### src/rtl/eeprom_pkg.sv
package eeprom_pkg;
  localparam int PAGE_BYTES = 64;
  localparam int PAGE_W = $clog2(PAGE_BYTES);

  typedef enum logic [1:0] {
    ST_IDLE,
    ST_LOAD,
    ST_PROG,
    ST_COMMIT
  } ee_state_t;

  typedef struct packed {
    logic              newPage;
    logic              capAddr;
    logic              capData;
    logic              commitEn;
    logic [PAGE_W-1:0] commitIdx;
  } ctrl_strb_t;
endpackage

### src/rtl/eeprom_ctrl.sv
module eeprom_ctrl
  import eeprom_pkg::*;
#(
  parameter int WIN_CYC  = 64,
  parameter int IDLE_CYC = 32,
  parameter int PROG_CYC = 120
) (
  input  logic       clk,
  input  logic       rst_n,
  input  logic       ceN,
  input  logic       weN,
  input  logic       oeN,
  input  logic       protN,
  output ctrl_strb_t strb,
  output logic       busy,
  output logic       rdReq
);
  localparam int NSYNC = 4;
  localparam logic [NSYNC-1:0] SYNC_RST = 4'b0111;
  localparam int M1 = (WIN_CYC > IDLE_CYC) ? WIN_CYC : IDLE_CYC;
  localparam int M2 = (PROG_CYC > PAGE_BYTES) ? PROG_CYC : PAGE_BYTES;
  localparam int MAXC = (M1 > M2) ? M1 : M2;
  localparam int CNT_W = $clog2(MAXC + 1);
  localparam logic [CNT_W-1:0] WIN_LAST  = CNT_W'(WIN_CYC - 1);
  localparam logic [CNT_W-1:0] IDLE_LAST = CNT_W'(IDLE_CYC - 1);
  localparam logic [CNT_W-1:0] PROG_LAST = CNT_W'(PROG_CYC - 1);
  localparam logic [CNT_W-1:0] PAGE_LAST = CNT_W'(PAGE_BYTES - 1);

  logic [NSYNC-1:0] rawVec, syncVec;
  assign rawVec = {protN, oeN, weN, ceN};

  for (genvar g = 0; g < NSYNC; g++) begin : g_sync
    logic [1:0] stage;
    always_ff @(posedge clk or negedge rst_n) begin
      if (!rst_n) stage <= {2{SYNC_RST[g]}};
      else        stage <= {stage[0], rawVec[g]};
    end
    assign syncVec[g] = stage[1];
  end

  logic ceS, weS, oeS, protS;
  assign {protS, oeS, weS, ceS} = syncVec;

  logic wrAct, wrActD, wrFall, wrRise;
  assign wrAct  = !ceS && !weS;
  assign wrFall = wrAct && !wrActD;
  assign wrRise = !wrAct && wrActD;

  ee_state_t state;
  logic [CNT_W-1:0] winCnt, idleCnt, progCnt;
  logic pending;

  always_ff @(posedge clk or negedge rst_n) begin
    if (!rst_n) begin
      state   <= ST_IDLE;
      wrActD  <= 1'b0;
      winCnt  <= '0;
      idleCnt <= '0;
      progCnt <= '0;
      pending <= 1'b0;
    end else begin
      wrActD <= wrAct;
      case (state)
        ST_IDLE: begin
          if (wrFall && protS) begin
            state   <= ST_LOAD;
            winCnt  <= '0;
            idleCnt <= '0;
            pending <= 1'b1;
          end
        end
        ST_LOAD: begin
          winCnt  <= wrFall ? '0 : winCnt + CNT_W'(1);
          idleCnt <= wrAct ? '0 : idleCnt + CNT_W'(1);
          if (wrFall && protS) pending <= 1'b1;
          else if (wrRise)     pending <= 1'b0;
          if ((!wrAct && idleCnt == IDLE_LAST) || (!wrFall && winCnt == WIN_LAST)) begin
            state   <= ST_PROG;
            progCnt <= '0;
            pending <= 1'b0;
          end
        end
        ST_PROG: begin
          progCnt <= progCnt + CNT_W'(1);
          if (progCnt == PROG_LAST) begin
            state   <= ST_COMMIT;
            progCnt <= '0;
          end
        end
        default: begin
          progCnt <= progCnt + CNT_W'(1);
          if (progCnt == PAGE_LAST) state <= ST_IDLE;
        end
      endcase
    end
  end

  always_comb begin
    strb.newPage   = (state == ST_IDLE) && wrFall && protS;
    strb.capAddr   = ((state == ST_IDLE) || (state == ST_LOAD)) && wrFall && protS;
    strb.capData   = (state == ST_LOAD) && wrRise && pending && protS;
    strb.commitEn  = (state == ST_COMMIT);
    strb.commitIdx = progCnt[PAGE_W-1:0];
  end

  assign busy  = (state != ST_IDLE);
  assign rdReq = !ceS && !oeS && weS && protS;

  // the busy pin is released only when a commit pass finishes
  a_r4_release_from_commit: assert property (@(posedge clk) disable iff (!rst_n)
    $fell(busy) |-> $past(state) == ST_COMMIT);
  // the inter-byte window counter never passes its limit while loading
  a_r9_window_bound: assert property (@(posedge clk) disable iff (!rst_n)
    (state == ST_LOAD) |-> (winCnt <= WIN_LAST));
  // the commit pass covers exactly one page of offsets
  a_r1_commit_span: assert property (@(posedge clk) disable iff (!rst_n)
    (state == ST_COMMIT) |-> (progCnt <= PAGE_LAST));
endmodule

### config.mk
export PLATFORM = sky130hd
export DESIGN_NAME = eeprom_ctrl
export DESIGN_NICKNAME = d
export VERILOG_FILES = /design/src/rtl/eeprom_pkg.sv /design/src/rtl/eeprom_ctrl.sv
export SDC_FILE = /design/constraint.sdc
export NUM_CORES = 1
export LEC_CHECK = 0
export ABC_AREA = 1
export CAP_MARGIN = 10
export CORE_MARGIN = 5
export CORE_UTILIZATION = 38
export CTS_CLUSTER_SIZE = 20
export DETAILED_ROUTE_END_ITERATION = 8
export DONT_BUFFER_PORTS = 1
export PLACE_DENSITY_LB_ADDON = 0.25
export SLEW_MARGIN = 20
export SYNTH_ARGS = -nofsm -noshare
export SYNTH_HDL_FRONTEND = slang
export SYNTH_SLANG_ARGS = --single-unit
### constraint.sdc
create_clock -name clk -period 2.2 [get_ports clk]
set_input_delay 0.11 -clock clk [delete_from_list [all_inputs] [get_ports clk]]
set_output_delay 0.11 -clock clk [all_outputs]
set_load 0.1 [all_outputs]
==> reports/metrics.yaml, run 1 <==
status: "finished, final reports clean"
wl_met2_um: 1760
worstSetupEndpointType: "output pin"
start_util_pct: 38.7
cts_tree: "done"
synth_area_leaders: "dfrtp_1, nand2_1, dfstp_2, nor2_1, ha_1"
place_area_um2: 1950
period_share_pct: 86.3
hold-worst-slack_ns: 0.290
totalWireLength_um: 3630
dieArea_um2: 6260
postLayoutCellArea_um2: 2130
cts_root_buf: "clkbuf_8"
via_count: 1484
gp_congestion: 0.795
syn_area_per_cell_um2: 8.17
synth_edf_count: 0
final_cell_mix: "nand2_1, dfrtp_1, inv_1, nor2_1, nand3_1"
synth_top_family_by_area: "simple AND/OR/NAND/NOR gates"
crit_required_ns: 2.09
yosys_warnings: 0
hpwl_um: 2560
insertion_delay_ns: 0.29
core_area_um2: 4690
maxUsedRoutingLayer: "met4"
p_total_mw: 2.76
synthArstFlopShare_pct: 100
yosys_most_used_dff: "dfrtp_1"
r2r_start: "state[0]"
holdCritPathClass: "in -> async"
grt_antenna_before_repair: 0
fin_skew_ns: 0.00447
drt_iter0_drc: 81
grt_usage_pct: 13.1
worstMarginPinSlew_ns: 0.331
rows: 25
start_kind: "flip-flop"
critPathLaunch: "state[0]"
pre_cts_ws_ns: 0.422
clkSlewWorstSetupHoldPaths_ns: 0.07
seq_area_frac_synth_pct: 45.9
yosysTopAreaCell: "dfrtp_1"
synth_top_area_share_pct: 37.2
relSlewSlack_pct: 77.9
io_buffers: 0
grt_pass1_wl_um: 6400
syn_nets: 235
power_leakage_nw: 1.03
fmax_mhz: 527
syn_to_final_growth_pct: 17.5
drv_slew: 0
yosys.area_share.adder_pct: 4.83
rsz0062_at_grt: "no"
worstSetupPathType: "reg -> out"
setup_slack_ns: 0.302
diodes: 0
muxShareOfSynthArea_pct: 0.552
routed_via_density: 5.03
clock_sinks: 33
max-cap-violations: 0
drive_above_1_share_pct: 18.3
grt_max_degree: 34
cts_resized: 0
synthCells: 222
route.detailed.wl_per_inst_um: 12.3
synth-compound-area-share_pct: 8.00
clockBufferDepth: 2
die_y_um: 79.1
ir_drop_mv: 0.697
grt_pass1_vias: 1472
ant_nets: 0
layout.nets: 253
synth-xor-area-share_pct: 1.45
ys_ff_latch: 33
wl_met3_um: 157
cp_max_fo: 7
met1Wirelength_um: 1650
synth-simple-area-share_pct: 30.6
cp.arrival_ns: 1.79
htreeDepth: 2
cts_inserted_buffers: 5
overflow: 0
hold_viol_final: 0
netlist_area_um2: 1810
holdBufCountCts: 6
io_pins: 18
synth_cell_types: 28
finalSetupViolCount: 0
layout_commonest_cell: "nand2_1"
fin_crit_ns: 1.90
cts_setup_buffers: 0
powerDensity_nw_per_um2: 1300
post-route-drc-count: 0
fp.dieW_um: 79.1
dr.pass1.iters: 4
[synth_stat cells, drive strengths merged, types with 2 or more instances]
cell	number
nand2	62
o22ai	2
nor2	30
clkinv	2
inv	25
o21a	2
buf	7
dfrtp	27
a21oi	10
o21ai	12
nand3	16
ha	7
dfstp	6
xor2	2
nand4	7
[cell type report]
class                           instances  area (um2)
Clock buffer                            5        68.8
Clock inverter                          3        46.3
Fill cell                             472        2560
Inverter                               27         101
Multi-Input combinational cell        155         842
Sequential cell                        33         833
Tap cell                               54        67.6
Timing Repair Buffer                   18         173
[cells by family after synthesis]
| kind of cell | count (synthesis) |
|---|---|
| buffers and inverters | 34 |
| XOR/XNOR | 3 |
| AO/OA/AOI/OAI | 27 |
| flip-flops | 33 |
| AND/OR/NAND/NOR | 117 |
| multiplexers | 1 |
| adder cells (fa/ha/maj) | 7 |
[through the flow]
| step | cells | util, % | setup TNS (ns) |
|---|---|---|---|
| after global routing | 295 | 45.4 | 0 |
| after floorplan | 222 | - | -0.509 |
| after detailed placement | 281 | 41.5 | 0 |
| final | 295 | 45.4 | 0 |
| after global placement | 281 | 41.5 | 0 |
| after CTS | 295 | 45.4 | 0 |
[where the power goes]
group	switching, mW	total, mW	internal (mW)
Combinational	1.01	1.36	0.345
Clock	0.242	0.581	0.339
Sequential	0.107	0.821	0.714
Total	1.36	2.76	1.40
[sequential cells by signal (all words and copies together) (netlist names)]
name          cells
winCnt            7
idleCnt           7
progCnt           7
state             2
pending           1
g_sync.stage      8
wrActD            1
[worst max-delay path, cell delays in order, from the launching register on]
cell	delay [ns]
dfrtp_1	0.42
inv_1	0.09
ha_1	0.24
clkinv_1	0.29
nor2_2	0.26
buf_12	0.20
[per-layer routing]
layer	up-vias	GRT usage (%)
met3	8	3.63
met5	-	0
li1	745	-
met2	35	23.0
met1	696	15.4
met4	0	4.64
[path summary, 6_finish.rpt]
| check | slack [ns] | depth (start not counted) | end |
|---|---|---|---|
| min reg2reg | 0.36 | 0 | g_sync[2].stage[1] |
| max reg2reg | 0.34 | 8 | winCnt[2] |
| min in group clk | 0.36 | 0 | g_sync[2].stage[1] |
| max in group asynchronous | 1.66 | 2 | g_sync[0].stage[1] |
| min | 0.29 | 2 | winCnt[5] |
| max | 0.30 | 5 | strb[9] |
(Power assumes the default switching activity.)
==> inputs of run 2 (changes only) <==
==> constraint.sdc (replaced) <==
create_clock -name clk -period 1.75 [get_ports clk]
set_input_delay 0.0875 -clock clk [delete_from_list [all_inputs] [get_ports clk]]
set_output_delay 0.0875 -clock clk [all_outputs]
set_load 0.1 [all_outputs]
==> run 2 against run 1 <==
Sequential share of layout area shrank 1.7 points. Critical path depth grew 1. Routed wire length shrank 0.80%. Critical path type unchanged. First-iteration DRC count shrank 41%. Clock skew grew 0.00060 ns. Global-route usage shrank 0.14 points. Core utilization grew 2.1 points. Combinational power grew 35%. Sequential power grew 25%. Register-to-register slack lost 0.15 ns. Non-clock buffer count grew 4. Cell count grew 1.4%.
==> reports/metrics.yaml, run 2 (synthesized netlist as in run 1, its figures left out) <==
cp_max_fo: 4  # -3
layout.nets: 257  # +1.6%
swShare_pct: 46.8  # -2.6 points
clock_sinks: 33  # unchanged
fin_skew_ns: 0.00507  # +0.000599 ns
crit_required_ns: 1.66  # -0.43 ns
fin_crit_ns: 1.66
syn_to_final_growth_pct: 22.9
hpwl_um: 2600  # +1.2%
power_switching_mw: 1.75  # +28%
gp_congestion: 0.794  # about the same
grt_usage_pct: 13.0  # -0.14 points
p_seq_share_pct: 27.4  # -2.3 points
io_pins: 18  # unchanged
grt_antenna_before_repair: 0  # unchanged
cp.arrival_ns: 1.58  # -0.21 ns
grt_pass1_vias: 1405  # -4.6%
overflow: 0  # unchanged
dieArea_um2: 6260  # unchanged
status: "finished, final reports clean"
clkPwrFrac_pct: 23.5  # +2.5 points
hold_viol_final: 0  # unchanged
cts_setup_buffers: 0  # unchanged
die_y_um: 79.1  # unchanged
p_total_mw: 3.74  # +36%
hold-worst-slack_ns: 0.249  # -0.0415 ns
cts_inserted_buffers: 5  # unchanged
final_cell_mix: "nand2_1, dfrtp_1, inv_1, nor2_1"
totalWireLength_um: 3600  # -0.80%
clockBufferDepth: 2  # unchanged
routed_via_density: 4.90  # -2.6%
relSlewSlack_pct: 79.2  # +1.3 points
diodes: 0  # unchanged
final.setup.tns_ns: 0  # unchanged
via_count: 1465  # -1.3%
drt_iter0_drc: 48  # -41%
worstMarginPinSlew_ns: 0.308  # -0.0229 ns
regMostFlops: "g_sync.stage"
fillCellCount: 469  # -0.64%
insertion_delay_ns: 0.29  # about the same
ant_nets: 0  # unchanged
comb_power_share_pct: 49.1  # about the same
htreeDepth: 2  # unchanged
drv_slew: 0  # unchanged
worstSetupEndpointType: "output pin"
dr.pass1.iters: 4  # unchanged
grt_max_degree: 34  # unchanged
holdCritPathClass: "in -> async"
core_area_um2: 4690  # unchanged
finalSetupViolCount: 0  # unchanged
rows: 25  # unchanged
final_util_pct: 47.5  # +2.1 points
cts_tree: "done"
fmax_mhz: 601
post-route-drc-count: 0  # unchanged
ir_drop_mv: 1.11  # +60%
worstSetupPathType: "reg -> out"
route.detailed.wl_per_inst_um: 12.0  # -2.1%
start_kind: "flip-flop"
drive_above_1_share_pct: 21.2  # +3.0 points
period_share_pct: 95.0
p_int_mw: 1.99  # +43%
max-cap-violations: 0  # unchanged
cts_root_buf: "clkbuf_8"
layout_commonest_cell: "nand2_1"
rsz0062_at_grt: "no"
start_util_pct: 38.7  # unchanged
largest_register_ffs: 8  # unchanged
io_buffers: 0  # unchanged
powerDensity_nw_per_um2: 1680  # +30%
fp.dieW_um: 79.1  # unchanged
power_leakage_nw: 1.07  # +3.6%
grt_pass1_wl_um: 6310  # -1.4%
clkSlewWorstSetupHoldPaths_ns: 0.07  # about the same
## run 2: worst max-delay path, cell delays in order, from the launching register on
cell and delay [ns]:
dfrtp_1 0.42, inv_1 0.09, ha_2 0.23, nor2_1 0.08, buf_4 0.14, nor2_4 0.14, buf_12 0.19
## run 2: layout make-up
type                            count  area [um2]  share of cell area (%)
Timing Repair Buffer               22         228                    10.2
Sequential cell                    33         833                    37.4
Tap cell                           54        67.6                    3.03
Inverter                           27         106                    4.77
Multi-Input combinational cell    155         857                    38.4
Clock buffer                        5        68.8                    3.09
Clock inverter                      3        68.8                    3.09
## run 2: metal layers
metal  global-route usage, %  share of wire [%]  vias up  wire length, um
met5                       0                  0        -                0
met4                    6.19                1.6        0               57
met3                    3.17                3.6        5              128
met2                    21.5                 49       21             1780
met1                    15.8                 45      688             1630
li1                        -                  -      751                -
## run 2: final timing paths
path                       cells past startpoint  slack, ns                 end                from
setup / recovery                               6       0.09             strb[8]            state[1]
hold reg to reg                                0       0.36  g_sync[1].stage[1]  g_sync[1].stage[0]
max in group asynchronous                      2       1.26  g_sync[1].stage[0]               rst_n
min in group clk                               1       0.34  g_sync[1].stage[0]                 weN
hold / removal                                 2       0.25          idleCnt[4]               rst_n
setup reg to reg                               8       0.19           winCnt[2]            state[0]
## run 2: power by group through the flow
stage	Sequential, mW	Clock, mW	Combinational, mW
global placement	1.03	0	1.78
global route	1.05	0.927	2.02
floorplan	1.02	0	1.47
CTS	1.02	0.899	1.83
detailed placement	1.04	0	1.79
finish	1.03	0.880	1.84
## run 2: timing repair
| item | CTS | global route |
|---|---|---|
| resized for setup | 0 | 3 |
| endpoints found under the hold margin | 37 | 0 |
| hold buffers | 6 | 0 |
| endpoints found under the setup margin | 0 | 9 |
## run 2: stage by stage
step	cell area, um2	setup slack (ns)	cells
floorplan	1840	-0.115	222
global placement	2010	0.143	285
detailed placement	2010	0.0573	285
CTS	2220	0.0209	299
global route	2230	0.00821	299
finish	2230	0.0873	299
